<file path="config.mk">
export PLATFORM = sky130hd
export DESIGN_NAME = uart_flow_ctrl
export DESIGN_NICKNAME = d
export VERILOG_FILES = /design/src/rtl/uart_fc_pkg.sv /design/src/rtl/uart_fc_sync.sv /design/src/rtl/uart_fc_tx_gate.sv /design/src/rtl/uart_fc_rts.sv /design/src/rtl/uart_flow_ctrl.sv
export SDC_FILE = /design/constraint.sdc
export NUM_CORES = 1
export LEC_CHECK = 0
export CAP_MARGIN = 5
export CORE_AREA = 3 3 40 42
export CTS_BUF_LIST = sky130_fd_sc_hd__clkbuf_16
export DETAILED_ROUTE_END_ITERATION = 7
export DIE_AREA = 0 0 43 45
export GPL_TIMING_DRIVEN = 0
export PLACE_DENSITY = 0.37
export SLEW_MARGIN = 10
export SYNTH_ARGS = -nofsm -noshare
export SYNTH_HDL_FRONTEND = slang
export SYNTH_SLANG_ARGS = --single-unit
</file>
<file path="constraint.sdc">
create_clock -name clk -period 2.07 [get_ports clk]
set_clock_uncertainty 0.15 [all_clocks]
set_input_delay 0.414 -clock clk [delete_from_list [all_inputs] [get_ports clk]]
set_output_delay 0.414 -clock clk [all_outputs]
set_load 0.03 [all_outputs]
</file>
<file path="src/rtl/uart_fc_pkg.sv">
// Package: shared types and decision helpers for the UART flow-control unit.
// Assumes: all handshake pins are active low.
package uart_fc_pkg;

    // Receive-side hold state; the value is the level driven onto the RTS pin.
    typedef enum logic {
        RTS_READY = 1'b0,
        RTS_HOLD  = 1'b1
    } rts_state_e;

    // Decides whether a new character may start, given gating and a synced CTS level.
    function automatic logic fc_send_allowed(input logic gate_en, input logic cts_n_synced);
        return (~gate_en) | (~cts_n_synced);
    endfunction

    // Next hold state from one cycle of receive-side events.
    function automatic rts_state_e fc_rts_next(
        input rts_state_e cur,
        input logic       ctl_en,
        input logic       full,
        input logic       start,
        input logic       rd
    );
        rts_state_e nxt;
        nxt = cur;
        if (!ctl_en || rd) begin
            nxt = RTS_READY;
        end else if (full && start) begin
            nxt = RTS_HOLD;
        end
        return nxt;
    endfunction

endpackage

</file>
<file path="src/rtl/uart_fc_sync.sv">
// Module: multi-stage synchronizer for a single asynchronous level.
// Assumes: STAGES >= 1; each stage resets to RESET_VAL under synchronous reset.
module uart_fc_sync #(
    parameter int   STAGES    = 2,
    parameter logic RESET_VAL = 1'b1
) (
    input  logic clk,
    input  logic rst_n,
    input  logic d_async,
    output logic q_sync
);
    logic [STAGES-1:0] stage_q;

    generate
        for (genvar i = 0; i < STAGES; i++) begin : g_stage
            if (i == 0) begin : g_first
                // First stage captures the raw pin.
                always_ff @(posedge clk) begin
                    if (!rst_n) stage_q[0] <= RESET_VAL;
                    else        stage_q[0] <= d_async;
                end
            end else begin : g_next
                // Later stages shift the sampled level along the chain.
                always_ff @(posedge clk) begin
                    if (!rst_n) stage_q[i] <= RESET_VAL;
                    else        stage_q[i] <= stage_q[i-1];
                end
            end
        end
    endgenerate

    assign q_sync = stage_q[STAGES-1];
endmodule

</file>
<file path="src/rtl/uart_fc_tx_gate.sv">
// Module: transmit gate. Converts the synced CTS level into a permit that can
// change only at a character boundary.
// Assumes: tx_at_boundary is 1 in every cycle in which the serializer may
// launch a character, and 0 while a character is being shifted out.
module uart_fc_tx_gate
    import uart_fc_pkg::*;
(
    input  logic clk,
    input  logic rst_n,
    input  logic gate_en,
    input  logic cts_n_synced,
    input  logic at_boundary,
    output logic permit
);
    logic allow_now;
    logic permit_q;

    // Decision for the current cycle from gating and the synced pin.
    always_comb begin
        allow_now = fc_send_allowed(gate_en, cts_n_synced);
    end

    // Hold the decision made at the most recent boundary.
    always_ff @(posedge clk) begin
        if (!rst_n)           permit_q <= 1'b0;
        else if (at_boundary) permit_q <= allow_now;
    end

    // Live decision at a boundary, frozen decision inside a character.
    always_comb begin
        permit = at_boundary ? allow_now : permit_q;
    end
endmodule

</file>
<file path="src/rtl/uart_fc_rts.sv">
// Module: receive-side RTS control. Raises RTS when a start bit arrives on a
// full FIFO, lowers it on a read, and hands the pin to the GPO path when off.
// Assumes: start and read indications are single-cycle pulses.
module uart_fc_rts
    import uart_fc_pkg::*;
(
    input  logic clk,
    input  logic rst_n,
    input  logic ctl_en,
    input  logic fifo_full,
    input  logic start_det,
    input  logic fifo_rd,
    input  logic gpo_level,
    output logic rts_n
);
    rts_state_e state_q;
    rts_state_e state_d;

    // Next-state evaluation: a read or a disable wins over a new hold request.
    always_comb begin
        state_d = fc_rts_next(state_q, ctl_en, fifo_full, start_det, fifo_rd);
    end

    // State register.
    always_ff @(posedge clk) begin
        if (!rst_n) state_q <= RTS_READY;
        else        state_q <= state_d;
    end

    // Pin selection between flow control and the general output path.
    always_comb begin
        rts_n = ctl_en ? logic'(state_q) : gpo_level;
    end
endmodule

</file>
<file path="src/rtl/uart_flow_ctrl.sv">
// Module: per-channel RTS/CTS flow control (top).
// Assumes: cts_n_pin is asynchronous; all other inputs are synchronous to clk.
module uart_flow_ctrl #(
    parameter int SYNC_STAGES = 2
) (
    input  logic clk,
    input  logic rst_n,
    input  logic cts_gate_en,
    input  logic cts_n_pin,
    input  logic tx_at_boundary,
    output logic tx_permit,
    input  logic rts_ctl_en,
    input  logic rx_fifo_full,
    input  logic rx_start_det,
    input  logic rx_fifo_rd,
    input  logic gpo_level,
    output logic rts_n_pin
);
    logic cts_n_synced;

    uart_fc_sync #(
        .STAGES   (SYNC_STAGES),
        .RESET_VAL(1'b1)
    ) u_cts_sync (
        .clk    (clk),
        .rst_n  (rst_n),
        .d_async(cts_n_pin),
        .q_sync (cts_n_synced)
    );

    uart_fc_tx_gate u_tx_gate (
        .clk         (clk),
        .rst_n       (rst_n),
        .gate_en     (cts_gate_en),
        .cts_n_synced(cts_n_synced),
        .at_boundary (tx_at_boundary),
        .permit      (tx_permit)
    );

    uart_fc_rts u_rts (
        .clk      (clk),
        .rst_n    (rst_n),
        .ctl_en   (rts_ctl_en),
        .fifo_full(rx_fifo_full),
        .start_det(rx_start_det),
        .fifo_rd  (rx_fifo_rd),
        .gpo_level(gpo_level),
        .rts_n    (rts_n_pin)
    );
endmodule

</file>
; Word level (Yosys, flattened, before mapping)
; Cells that the tools add are included.
[word_totals]
inputBits = 10
reg_bits = 4
output_inout_bits = 2
elab_cells = 14
[classes]
n_reduce_logical = 4
bitwise = 4
muxes = 2
[ops]
columns = cell, count
row1 = inverter 1 bit, 3
row2 = 2-to-1 mux 1 bit, 2
row3 = OR reduction 2 bit, 1
row4 = logical AND 1 bit, 1
row5 = zero test 1 bit, 1
row6 = logical OR 1 bit, 1
row7 = OR 1 bit, 1

; Longest topological paths before layout
[depth]
ltp_word = 3
depth_mapped = 2
mapped_depth_nobuf = 2

; By module
; A second synthesis with hierarchy kept.
[hier_totals]
cells_unflattened = 14
hier_area_um2 = 142.6
[modules_own_cells]
columns = mod, cells_per_inst, seq_area_each_um2, instances, area_per_inst_um2
row1 = uart_fc_sync, 4, 40.0, 1, 52.6
row2 = uart_fc_rts, 5, 20.0, 1, 48.8
row3 = uart_fc_tx_gate, 5, 20.0, 1, 41.3

; Worst setup path after synthesis
; Ideal clock, no wire load.
[synth_path]
kind = input -> output
from = input cts_gate_en
to = output tx_permit
slack_ns = 0.529
t_required_ns = 1.506
arrival_time_ns = 0.977
stages = 1
path_cell_list = a31oi_1
[synth_between]
elab_chain_cells = 3
[synth_lines]
columns = item, line
row1 = start: declaration, uart_flow_ctrl.sv:8  ; input logic cts_gate_en,
row2 = inverter 1 bit, uart_fc_pkg.sv:13  ; return (~gate_en) | (~cts_n_synced);
row3 = OR 1 bit, uart_fc_pkg.sv:13
row4 = 2-to-1 mux 1 bit, uart_fc_tx_gate.sv:31  ; permit = at_boundary ? allow_now : permit_q;
row5 = end: declaration, uart_flow_ctrl.sv:11  ; output logic tx_permit,
; Every way passes these cells.

; Final worst setup path
[layout_path]
from = input rts_ctl_en
to = output rts_n_pin
[layout_between]
elab_chain_cells = 1
[layout_lines]
columns = item, line
row1 = start: declaration, uart_flow_ctrl.sv:12  ; input logic rts_ctl_en,
row2 = 2-to-1 mux 1 bit, uart_fc_rts.sv:32  ; rts_n = ctl_en ? logic'(state_q) : gpo_level;
row3 = end: declaration, uart_flow_ctrl.sv:17  ; output logic rts_n_pin
; Every way passes these cells.

==> results.py <==
metrics = {
    "outcome": {
        "outcome": "finished, final reports clean",
    },
    "timing": {
        "period_minus_slack_ps": 1950,
        "slew_headroom_pct": 88.5,
        "hold_ws_ps": 250,
        "hold_violations": 0,
        "slew_viol_final": 0,
        "layout_setup_ws_ps": 119,
        "worst_pin_slew_ps": 173,
        "setup_violations": 0,
        "setup_tns_ps": 0,
        "fmax_mhz": 513,
        "grt_setup_unrepaired": "false",
        "fin_crit_sh_pct": 94.3,
    },
    "synth": {
        "synth_area_leaders": "dfxtp_1 56%, mux2_4 11%, a31oi_1 8.8%",
        "syn_inst": 14,
        "ys_types": 9,
        "seq_area_frac_synth_pct": 56.1,
        "yosysTopAreaCell": "dfxtp_1",
        "synth_warnings": 0,
        "synth_top_cell_area_share_pct": 56.1,
        "synth.net_count": 24,
        "syn_area_per_cell_um2": 10.2,
        "synth_area_um2": 143,
        "yosys_register_bits": 4,
    },
    "layout": {
        "antennaDiodeCount": 0,
        "utilization_pct": 26.2,
        "regArea_um2": 80.1,
        "nNetsFinal": 40,
        "areaGrowthSynthToFinish_pct": 136,
        "instances_no_fill": 43,
        "most-common-layout-cells": "9 x clkdlybuf4s50_1, 4 x dfxtp_1, 3 x clkbuf_16",
        "fillers": 151,
        "drive_gt1_share_pct": 21.4,
        "mostFrequentLayoutCell": "clkdlybuf4s50_1",
        "multi_input_area_um2": 62.6,
    },
    "cts": {
        "clock_latency_ps": 220,
        "cts_tree": "built",
        "clockBufferDepth": 2,
        "cts_root_buffer": "clkbuf_16",
        "cts_resized": 5,
        "clock_sinks": 4,
        "path_clk_slew_ps": 30,
        "numCtsBuffers": 3,
        "hold_buffers": 0,
        "htreeDepth": 1,
        "cts_setup_buffers": 0,
    },
    "place": {
        "place.gp.congestion": 0.596,
        "io_buffers": 11,
        "dp.cells": 40,
        "dp_worst_setup_slack_ps": -326,
    },
    "drt": {
        "drt_pass1_iterations": 4,
        "drc": 0,
        "drt_wl_total_um": 407,
        "wire_per_inst_um": 9.47,
        "num_vias": 158,
        "via_per_inst": 3.67,
        "ant_nets": 0,
        "drt_iter0_markers": 6,
    },
    "worst_setup_path": {
        "worstPathMaxFanout": 2,
        "timing.critical_path.buf_inv": 2,
        "cp-endpoint": "rts_n_pin",
        "rrSetupSlack_ps": 1310,
        "path_depth": 3,
        "rr_worst_depth": 2,
        "critPathMaxStageDelay_ps": 500,
        "critical_path.cell_chain": "clkdlybuf4s50_1, mux2_4, buf_2",
        "cp_data_arrival_time_ps": 1390,
        "cp-start-kind": "input port",
        "endpoint_kind": "output pin",
        "path_class": "input port to output pin",
        "r2r-end": "u_rts.state_q",
        "crit_family": "buffers and inverters",
        "critPathRequiredTime_ps": 1510,
        "regToRegStartpoint": "u_rts.state_q",
        "cp-startpoint": "rts_ctl_en",
        "crit_slowest_cell": "clkdlybuf4s50_1",
    },
    "power_and_ir_drop": {
        "power.density_mw_per_mm2": 1240,
        "peakVddDrop_v": 0.000552,
        "leakage_uw": 0.000136,
    },
    "floorplan": {
        "num_rows": 13,
        "io_pins": 12,
        "die-height_um": 45,
        "die_x_um": 43,
        "initial_core_util_pct": 11.1,
        "die-area_mm2": 0.00194,
        "core_mm2": 0.00128,
    },
    "grt": {
        "grt_pass1_vias": 162,
        "overflow": 0,
        "antenna_found_initial": 0,
        "grt_pass1_wl_um": 655,
        "grt_max_degree": 5,
        "grt_use_total_pct": 5.42,
    },
    "min_path": {
        "hold_path.class": "register to register",
        "worstHoldStart": "u_cts_sync.stage_q[0]",
        "hold_depth": 1,
    },
    "job": {
        "max-cap-violations": 0,
    },
}
-- per-layer routing --
layer | part of all wire [%] | GRT usage (%) | up-vias | routed length, µm
met5 | 0 | 0 | - | 0
met4 | 2.0 | 3.61 | 0 | 8
met3 | 4.9 | 4.78 | 2 | 20
met2 | 64 | 9.88 | 4 | 259
met1 | 29 | 3.38 | 72 | 119
li1 | - | - | 80 | -
-- logic make-up after synthesis --
group	after synthesis	share of synthesized area, %
muxes	1	10.5
and+or+nand+nor	5	17.5
DFF	4	56.1
AOI/OAI and AO/OA	4	15.8
-- worst min-delay path by stage --
stage,endpoint,slack (ps)
after global routing,u_cts_sync.q_sync,290
after detailed placement,u_cts_sync.q_sync,250
after floorplan,u_cts_sync.q_sync,240
final,u_cts_sync.q_sync,250
after global placement,u_cts_sync.q_sync,250
after CTS,u_cts_sync.q_sync,250
-- area by class of cell --
type | instances | share of cell area, %
clock buffers | 3 | 22.3
multi-input cells | 10 | 18.6
flip-flops and latches | 4 | 23.8
well taps | 15 | 5.58
repair buffers | 11 | 29.7
-- per-stage QoR --
step	cell area, µm²	total power [µW]
2_1_floorplan	143	97.5
3_3_place_gp	272	123
3_5_place_dp	272	124
4_1_cts	348	426
5_1_grt	337	437
6_report	337	419
-- flip-flops by register name (all words and copies together) (netlist names) --
name                cells
u_cts_sync.q_sync       1
u_tx_gate.permit_q      1
u_rts.state_q           1
u_cts_sync.stage_q      1
-- power by group --
part	switching (µW)	leakage [µW]	internal, µW
registers	1.30	0.0000330	81.3
clock network	52.9	0.0000370	247
logic	14.5	0.0000665	22.1
-- cells in the mapped netlist --
| master | n |
|---|---|
| nor3_1 | 1 |
| nor2_1 | 1 |
| dfxtp_1 | 4 |
| nand2_1 | 1 |
| a31oi_1 | 2 |
| mux2_4 | 1 |
| a21oi_1 | 1 |
| nand2b_1 | 2 |
| o21ai_1 | 1 |
No activity file was read; power rests on OpenSTA's default activity.
